`config.mk`:
```
export PLATFORM = sky130hd
export DESIGN_NAME = spec_exc_unit
export DESIGN_NICKNAME = d
export VERILOG_FILES = /design/src/rtl/spec_exc_pkg.sv /design/src/rtl/spec_decode.sv /design/src/rtl/trap_compare.sv /design/src/rtl/barrier_ctrl.sv /design/src/rtl/spec_exc_unit.sv
export SDC_FILE = /design/constraint.sdc
export NUM_CORES = 1
export LEC_CHECK = 0
export CAP_MARGIN = 40
export CELL_PAD_IN_SITES_DETAIL_PLACEMENT = 0
export CELL_PAD_IN_SITES_GLOBAL_PLACEMENT = 1
export CORE_ASPECT_RATIO = 0.5
export CORE_MARGIN = 2
export CORE_UTILIZATION = 21
export CTS_CLUSTER_SIZE = 14
export DETAILED_ROUTE_END_ITERATION = 8
export PLACE_DENSITY_LB_ADDON = 0.1
export SYNTH_ARGS = -nofsm -noshare
export SYNTH_HDL_FRONTEND = slang
export SYNTH_SLANG_ARGS = --single-unit
```
`constraint.sdc`:
```
create_clock -name clk -period 4.31 [get_ports clk]
set_input_delay 0.862 -clock clk [delete_from_list [all_inputs] [get_ports clk]]
set_output_delay 0.862 -clock clk [all_outputs]
set_load 0.01 [all_outputs]
```
`src/rtl/spec_exc_pkg.sv`:
```
package spec_exc_pkg;

  localparam int unsigned INSTR_W = 32;
  localparam int unsigned OPC_W   = 6;
  localparam int unsigned FN_W    = 6;
  localparam int unsigned CAUSE_W = 2;
  localparam int unsigned N_TRAP  = 6;

  localparam logic [FN_W-1:0] FN_SYSCALL = 6'h0C;
  localparam logic [FN_W-1:0] FN_BREAK   = 6'h0D;
  localparam logic [FN_W-1:0] FN_SYNC    = 6'h0F;
  localparam logic [FN_W-1:0] FN_TGE     = 6'h30;
  localparam logic [FN_W-1:0] FN_TGEU    = 6'h31;
  localparam logic [FN_W-1:0] FN_TLT     = 6'h32;
  localparam logic [FN_W-1:0] FN_TLTU    = 6'h33;
  localparam logic [FN_W-1:0] FN_TEQ     = 6'h34;
  localparam logic [FN_W-1:0] FN_TNE     = 6'h36;

  typedef enum logic [CAUSE_W-1:0] {
    CAUSE_NONE = 2'b00,
    CAUSE_SYS  = 2'b01,
    CAUSE_BRK  = 2'b10,
    CAUSE_TRAP = 2'b11
  } cause_e;

  // trap select bit order
  localparam int unsigned T_GE  = 0;
  localparam int unsigned T_GEU = 1;
  localparam int unsigned T_LT  = 2;
  localparam int unsigned T_LTU = 3;
  localparam int unsigned T_EQ  = 4;
  localparam int unsigned T_NE  = 5;

  typedef struct packed {
    logic              sys;
    logic              brk;
    logic              sync;
    logic [N_TRAP-1:0] trap_sel;
    logic              illegal;
  } dec_t;

  // Unsigned less-than from the borrow of a widened subtraction
  function automatic logic lt_unsigned_from_diff(input logic borrow);
    return borrow;
  endfunction

  // Signed less-than: sign of a if signs differ, else sign of difference
  function automatic logic lt_signed_from_diff(input logic a_msb, input logic b_msb,
                                               input logic diff_msb);
    return (a_msb ^ b_msb) ? a_msb : diff_msb;
  endfunction

endpackage

```
`src/rtl/spec_decode.sv`:
```
module spec_decode
  import spec_exc_pkg::*;
(
  input  logic               valid,
  input  logic [INSTR_W-1:0] instr,
  output dec_t               dec
);

  logic [OPC_W-1:0] opc;
  logic [FN_W-1:0]  fn;
  logic             special;
  logic             unused_fields;

  assign opc           = instr[INSTR_W-1 -: OPC_W];
  assign fn            = instr[FN_W-1:0];
  assign special       = valid && (opc == '0);
  assign unused_fields = ^instr[INSTR_W-OPC_W-1:FN_W];

  always_comb begin
    dec = '0;
    if (special) begin
      unique case (fn)
        FN_SYSCALL: dec.sys             = 1'b1;
        FN_BREAK:   dec.brk             = 1'b1;
        FN_SYNC:    dec.sync            = 1'b1;
        FN_TGE:     dec.trap_sel[T_GE]  = 1'b1;
        FN_TGEU:    dec.trap_sel[T_GEU] = 1'b1;
        FN_TLT:     dec.trap_sel[T_LT]  = 1'b1;
        FN_TLTU:    dec.trap_sel[T_LTU] = 1'b1;
        FN_TEQ:     dec.trap_sel[T_EQ]  = 1'b1;
        FN_TNE:     dec.trap_sel[T_NE]  = 1'b1;
        default:    dec.illegal         = 1'b1;
      endcase
    end
  end

endmodule

```
`src/rtl/trap_compare.sv`:
```
module trap_compare
  import spec_exc_pkg::*;
#(
  parameter int unsigned W          = 32,
  parameter bit          SHARED_SUB = 1'b1
) (
  input  logic [W-1:0]      a,
  input  logic [W-1:0]      b,
  output logic [N_TRAP-1:0] cond
);

  logic lt_s, lt_u, eq;

  generate
    if (SHARED_SUB) begin : g_shared
      logic [W:0] diff;
      assign diff = {1'b0, a} - {1'b0, b};
      assign lt_u = lt_unsigned_from_diff(diff[W]);
      assign lt_s = lt_signed_from_diff(a[W-1], b[W-1], diff[W-1]);
    end else begin : g_direct
      assign lt_u = (a < b);
      assign lt_s = ($signed(a) < $signed(b));
    end
  endgenerate

  assign eq = (a == b);

  always_comb begin
    cond        = '0;
    cond[T_GE]  = ~lt_s;
    cond[T_GEU] = ~lt_u;
    cond[T_LT]  = lt_s;
    cond[T_LTU] = lt_u;
    cond[T_EQ]  = eq;
    cond[T_NE]  = ~eq;
  end

endmodule

```
`src/rtl/barrier_ctrl.sv`:
```
module barrier_ctrl (
  input  logic clk,
  input  logic rst_n,
  input  logic set,
  input  logic ack,
  output logic req
);

  always_ff @(posedge clk) begin
    if (!rst_n)   req <= 1'b0;
    else if (set) req <= 1'b1;
    else if (ack) req <= 1'b0;
  end

endmodule

```
`src/rtl/spec_exc_unit.sv`:
```
module spec_exc_unit
  import spec_exc_pkg::*;
#(
  parameter int unsigned XLEN       = 32,
  parameter bit          SHARED_SUB = 1'b1
) (
  input  logic                 clk,
  input  logic                 rst_n,
  input  logic                 instr_valid,
  input  logic [INSTR_W-1:0]   instr_word,
  input  logic [XLEN-1:0]      rs_val,
  input  logic [XLEN-1:0]      rt_val,
  input  logic                 sync_ack,
  output logic                 exc_req,
  output logic [CAUSE_W-1:0]   exc_cause,
  output logic                 barrier_req,
  output logic                 illegal_funct
);

  dec_t              dec;
  logic [N_TRAP-1:0] cond;
  logic              trap_hit;
  logic              exc_fire;
  cause_e            cause_d;

  spec_decode u_dec (
    .valid (instr_valid),
    .instr (instr_word),
    .dec   (dec)
  );

  trap_compare #(.W(XLEN), .SHARED_SUB(SHARED_SUB)) u_cmp (
    .a    (rs_val),
    .b    (rt_val),
    .cond (cond)
  );

  assign trap_hit = |(dec.trap_sel & cond);
  assign exc_fire = dec.sys | dec.brk | trap_hit;

  always_comb begin
    cause_d = CAUSE_NONE;
    if (dec.sys)       cause_d = CAUSE_SYS;
    else if (dec.brk)  cause_d = CAUSE_BRK;
    else if (trap_hit) cause_d = CAUSE_TRAP;
  end

  always_ff @(posedge clk) begin
    if (!rst_n) begin
      exc_req       <= 1'b0;
      exc_cause     <= CAUSE_NONE;
      illegal_funct <= 1'b0;
    end else begin
      exc_req       <= exc_fire;
      exc_cause     <= cause_d;
      illegal_funct <= dec.illegal;
    end
  end

  barrier_ctrl u_bar (
    .clk   (clk),
    .rst_n (rst_n),
    .set   (dec.sync),
    .ack   (sync_ack),
    .req   (barrier_req)
  );

endmodule

```
==> qor.csv, run 1 <==
metric;value;unit
hold_depth;3;
maximum_number_of_pins_on_one_net_before_global_route_repair;8;
drt_first_pass_iters;4;
hold_path_class;reg -> reg;
synthesis.yosys.warnings;0;
cp_data_required_time;4.48;ns
outcome;completed;
finalHoldViolations;0;
criticalPathCategory;in -> reg;
detailedRoute.firstIterationViolations;21;
tritoncts;built;
post_drt_wl_per_cell;9.89;microns
die_area;6800;sq um
async_flop_share;0;
timing.critical_path.cells;clkdlybuf4s50_1, inv_1, ha_1, nand2b_1, a21oi_1, nor2b_1, o21a_1, o21ai_1, a21oi_1, o21ai_1, a31oi_1, fa_1, mux2_4, xnor2_2, nor4_1, o21bai_1, o221a_1;
inserted_diodes;0;
setup_viol;0;
grt_setup_unrepaired;false;
gp_routability_congestion;0.784;
cts_buffers;3;
routed_wirelength;3.38;mm
worst_ep_arrival_time;4.10;ns
first_global_vias;1346;
clock_path_buffers;2;
initial_antenna_violation_count;0;
r2r_cells;3;
r2r_end;u_bar.req;
post_drt_via_cell_ratio;4.26;
period_needed;3.93;ns
critical_path.startpoint_type;input port;
seq_cells_post_synth;5;
grt_pass1_wl;5.50;mm
ys_dominant_reg_cell;dfxtp_1;
power_per_cell_area;165;nW/um^2
met3_usage;0.0123;
min_from;u_bar.req;
critical_path.endpoint_type;flip-flop;
synthDistinctLibCells;35;
clk_pin_slew;0.03;ns
synth.top_cells.by_count;inv_1 (39), ha_1 (32), a21oi_1 (18);
floorplan.initialDensity;0.215;
clock-skew-final;0;ns
worst_tran_pin_value;0.463;ns
floorplan.die.height;59.3;microns
port_buffers;84;
setup.worst_path.start;rt_val[1];
crit_path_top_delay_cell;clkdlybuf4s50_1;
peakVddDrop;94.6;uV
drt.antenna.violating_nets;0;
cap_violations;0;
synthMostInstantiatedCell;inv_1;
insertion_delay;0.23;ns
cp_top_family;compound AO/OA/AOI/OAI gates;
postSynthNetCount;310;
gr-usage-all-layers;0.0971;
route.vias.total;1458;
critical_path_peak_fanout;2;
post-synth-top-area-cell;ha_1;
cts-htree-levels;1;
netlist_instances;177;
cts_setup_buffers;0;
area.growth.synth_to_final;79.1;%
synth_enable_flop_cells;0;
min_delay_worst_endpoint;u_bar.req;
relative_max_transition_margin;0.689;
drive_above_1_share;0.0340;
r2r_slack;3.60;ns
final.setup.tns;0;ns
worst_r2r_startpoint;u_bar.req;
ioPinCount;105;
finalMaxSlewViolations;0;
post_synth_main_area_contributors;ha_1 (31%), inv_1 (11%), dfxtp_1 (7.8%);
grt_overflow;0;
cts_sink_count;5;
power_leakage;1.08;nW
syn_avg_cell_area;7.26;sq um
resize_count_post_cts;0;
clockRootBuffer;clkbuf_16;
crit_buf_inv;2;
groute.layer.met1.usage;0.134;
worst_path_largest_cell_delay;0.46;ns
dp.final_hpwl;3.12;mm
hold-worst-slack;0.646;ns
finalNetCount;399;
global_route.usage.met2;0.164;
synth_seq_area_share;0.0779;
die_x;115;microns
gr-max-usage-layer;met2;
fmax;254;MHz
remaining_drc_errors;0;
netlist.area_leader.share;0.312;
core_area;5980;sq um
cts_hold_buf;0;
syn_area;1280;sq um
cell_row_count;20;
post-route-period-util;0.913;
## power by group
part / switching (W) / internal, W
registers: 0.000000121 / 0.0000470
logic: 0.0000698 / 0.000110
clock network: 0.0000296 / 0.000123
## per-stage QoR
step,util,worst slack (ns),area [sq um],total power [W],instances
6_report,0.385,0.376,2300,0.000379,342
5_1_grt,0.385,0.0443,2300,0.000413,342
2_1_floorplan,-,0.940,1280,0.000135,177
3_3_place_gp,0.372,0.119,2220,0.000229,338
4_1_cts,0.385,0.348,2300,0.000387,342
3_5_place_dp,0.372,0.142,2220,0.000229,338
## worst register-to-register path, cell delays in order (launching register included)
cell and delay, ns:
dfxtp_1 0.30, nor2b_1 0.13, a21oi_1 0.12, nor2b_1 0.06
## flip-flops by register name, indices dropped and copies added (netlist names)
register       flops
illegal_funct      1
exc_cause          2
u_bar.req          1
exc_req            1
## cell type report
cell class / count / area, sq um
inverters: 39 / 146
well taps: 77 / 96.3
flip-flops and latches: 5 / 100
fillers: 631 / 3680
repair buffers: 84 / 841
clock buffers: 4 / 78.8
multi-input cells: 133 / 1040
## worst max-delay path by stage
stage	to	slack, ns	cells after the start
final	exc_cause[0]	0.38	17
after global routing	exc_cause[0]	0.04	17
after CTS	exc_cause[0]	0.35	17
after detailed placement	exc_cause[0]	0.14	17
after global placement	exc_cause[0]	0.12	17
after floorplan	exc_cause[0]	0.94	16
## cell families (layout without fill, tap and decap cells)
kind of cell	Yosys count	count (layout)	synth area share
xor gates and xnor gates	1	1	0.0127
adders and majority gates	33	33	0.327
DFF	5	5	0.0779
muxes	1	1	0.0117
and+or+nand+nor	50	50	0.220
AOI/OAI and AO/OA	48	48	0.237
buffers and inverters	39	127	0.114
## layout by cell type, fill, tap and decap left out, types with 5 or more instances in the layout
| cell | synthesis | routed |
|---|---|---|
| a21o_1 | 6 | 6 |
| a21oi_1 | 18 | 18 |
| clkdlybuf4s50_1 | 0 | 84 |
| dfxtp_1 | 5 | 5 |
| ha_1 | 32 | 32 |
| inv_1 | 39 | 39 |
| nand2_1 | 13 | 13 |
| nand3_1 | 7 | 7 |
| nand4_1 | 6 | 6 |
| nor2_1 | 6 | 6 |
| nor3_1 | 5 | 5 |
| o21ai_0 | 6 | 6 |
## metal layers
metal	vias to the layer above	wire, microns
met5	-	0
met4	0	10
met3	2	177
met2	35	1480
met1	616	1710
li1	805	-
(Power assumes the default switching activity.)
==> inputs of run 2 (changes only) <==
==> constraint.sdc (replaced) <==
create_clock -name clk -period 3.75 [get_ports clk]
set_input_delay 0.75 -clock clk [delete_from_list [all_inputs] [get_ports clk]]
set_output_delay 0.75 -clock clk [all_outputs]
set_load 0.01 [all_outputs]
==> qor.csv, run 2 (synthesis results as in run 1) <==
metric;value;unit;change
outcome;completed;;unchanged
cp_data_required_time;3.92;ns;was 4.48 ns
routed_wirelength;3.81;mm;was 3.38 mm
r2r_slack;3.04;ns;was 3.60 ns
fmax;279;MHz;
mostFrequentLayoutCell;clkdlybuf4s50_1;;unchanged
peakVddDrop;147;uV;was 94.6 uV
criticalPathCategory;in -> reg;;unchanged
cap_violations;0;;unchanged
post-route-period-util;0.956;;
cts-htree-levels;1;;unchanged
worst_path_largest_cell_delay;0.45;ns;was 0.46 ns
cell_row_count;20;;unchanged
r2r_end;u_bar.req;;unchanged
drt_first_pass_iters;4;;unchanged
finalHoldViolations;0;;unchanged
stdcell_count;357;;was 342
critical-path-top-cell-by-count;o21ai_1;;
maximum_number_of_pins_on_one_net_before_global_route_repair;8;;unchanged
dp.final_hpwl;3.29;mm;was 3.12 mm
worst_ep_arrival_time;3.75;ns;was 4.10 ns
area.growth.synth_to_final;103;%;was 79.1%
largest_register_ffs;2;;unchanged
hold_path_class;reg -> reg;;unchanged
post_drt_via_cell_ratio;4.35;;was 4.26
initial_antenna_violation_count;0;;unchanged
port_buffers;84;;unchanged
grt_pass1_wl;5.74;mm;was 5.50 mm
inserted_diodes;0;;unchanged
remaining_drc_errors;0;;unchanged
grt_overflow;0;;unchanged
critical_path.endpoint_type;flip-flop;;unchanged
tritoncts;built;;unchanged
first_global_vias;1443;;was 1346
final.setup.worst_slack;0.164;ns;was 0.376 ns
most_frequent_cells_in_the_layout;clkdlybuf4s50_1 (70), inv_1 (33), ha_1 (23);;was clkdlybuf4s50_1 (84), inv_1 (39), ha_1 (32)
die_area;6800;sq um;unchanged
drive_above_1_share;0.175;;was 0.0340
floorplan.initialDensity;0.215;;unchanged
finished_layout_cell_area;2610;sq um;was 2300 sq um
relative_max_transition_margin;0.717;;was 0.689
critical_path.startpoint_type;input port;;unchanged
layout.filler_cells;631;;unchanged
worst_r2r_startpoint;u_bar.req;;unchanged
critical_path_peak_fanout;3;;was 2
clockRootBuffer;clkbuf_16;;unchanged
min_from;u_bar.req;;unchanged
largest-register;exc_cause;;unchanged
setup_viol;0;;unchanged
ioPinCount;105;;unchanged
worst_tran_pin_value;0.420;ns;was 0.463 ns
multi_input_area;1190;sq um;was 1040 sq um
power_per_cell_area;183;nW/um^2;was 165 nW/um^2
timing.critical_path.cells;clkdlybuf4s50_1, inv_1, ha_4, nand2_1, o21a_1, o21ai_1, a21oi_1, o21ai_1, a31oi_2, fa_2, mux2_4, xnor2_2, nor4_2, o21bai_4, o221a_1;;was clkdlybuf4s50_1, inv_1, ha_1, nand2b_1, a21oi_1, nor2b_1, o21a_1, o21ai_1, a21oi_1, o21ai_1, a31oi_1, fa_1, mux2_4, xnor2_2, nor4_1, o21bai_1, o221a_1
gp_routability_congestion;0.789;;was 0.784
gr-usage-all-layers;0.102;;was 0.0971
setup.worst_path.start;rt_val[5];;was rt_val[1]
cts_sink_count;5;;unchanged
floorplan.die.height;59.3;microns;unchanged
r2r_cells;3;;unchanged
hold-worst-slack;0.643;ns;was 0.646 ns
clock-skew-final;0;ns;unchanged
die_x;115;microns;unchanged
drt.antenna.violating_nets;0;;unchanged
finalNetCount;414;;was 399
period_needed;3.59;ns;
placed_area;2330;sq um;was 2220 sq um
finalMaxSlewViolations;0;;unchanged
sequential_cell_area;100;sq um;unchanged
dpl_worst_slack;-0.307;ns;was 0.142 ns
final.setup.tns;0;ns;unchanged
route.vias.total;1554;;was 1458
post_drt_wl_per_cell;10.7;microns;was 9.89 microns
detailedRoute.firstIterationViolations;26;;was 21
power_leakage;1.28;nW;was 1.08 nW
crit_path_top_delay_cell;clkdlybuf4s50_1;;unchanged
cts_buffers;3;;unchanged
core_area;5980;sq um;unchanged
numPlacedInstances;352;;was 338
clk_pin_slew;0.03;ns;about the same
crit_end;exc_cause[0];;unchanged
clock_path_buffers;2;;unchanged
insertion_delay;0.23;ns;about the same
run 2: final cells by class:
cell class                      count  area share
Clock buffer                        4      0.0303
Inverter                           39      0.0562
Sequential cell                     5      0.0384
Multi-Input combinational cell    133       0.459
Tap cell                           77      0.0370
Timing Repair Buffer               99       0.379
run 2: worst min path at each step:
stage / endpoint / depth (start not counted) / slack [ns]
after floorplan: u_bar.req / 3 / 0.64
after global placement: u_bar.req / 3 / 0.61
after detailed placement: u_bar.req / 3 / 0.63
after CTS: u_bar.req / 3 / 0.65
after global routing: u_bar.req / 3 / 0.68
final: u_bar.req / 3 / 0.64
run 2: metal layers:
| metal | vias up | track usage | share of wire |
|---|---|---|---|
| met4 | 0 | 0.0157 | 0.0026 |
| met1 | 680 | 0.134 | 0.47 |
| met3 | 2 | 0.0143 | 0.056 |
| li1 | 837 | - | - |
| met5 | - | 0 | 0 |
| met2 | 35 | 0.183 | 0.48 |
run 2: where the power goes:
part	internal [W]	total, W	switching [W]
Combinational	0.000152	0.000248	0.0000958
Clock	0.000141	0.000176	0.0000349
Sequential	0.0000540	0.0000541	0.000000104
Total	0.000347	0.000478	0.000131
run 2: what timing repair did:
action / CTS / global route
buffers inserted: 0 / 1
endpoints found under the setup margin: 3 / 3
hold buffers: 0 / 0
pin swaps: 0 / 16
gates resized for setup: 2 / 38
run 2: stage by stage:
stage                util  total power [W]
floorplan               -         0.000155
global placement    0.389         0.000280
detailed placement  0.389         0.000281
CTS                 0.404         0.000463
global route        0.436         0.000512
finish              0.436         0.000478
run 2: critical path, delay by kind of cell:
| kind | cells | cell delay, ns |
|---|---|---|
| simple gates | 2 | 0.36 |
| compound gates | 7 | 1.08 |
| mux | 1 | 0.29 |
| buf+inv | 2 | 0.51 |
| fa+ha+maj | 2 | 0.64 |
| xor+xnor | 1 | 0.14 |
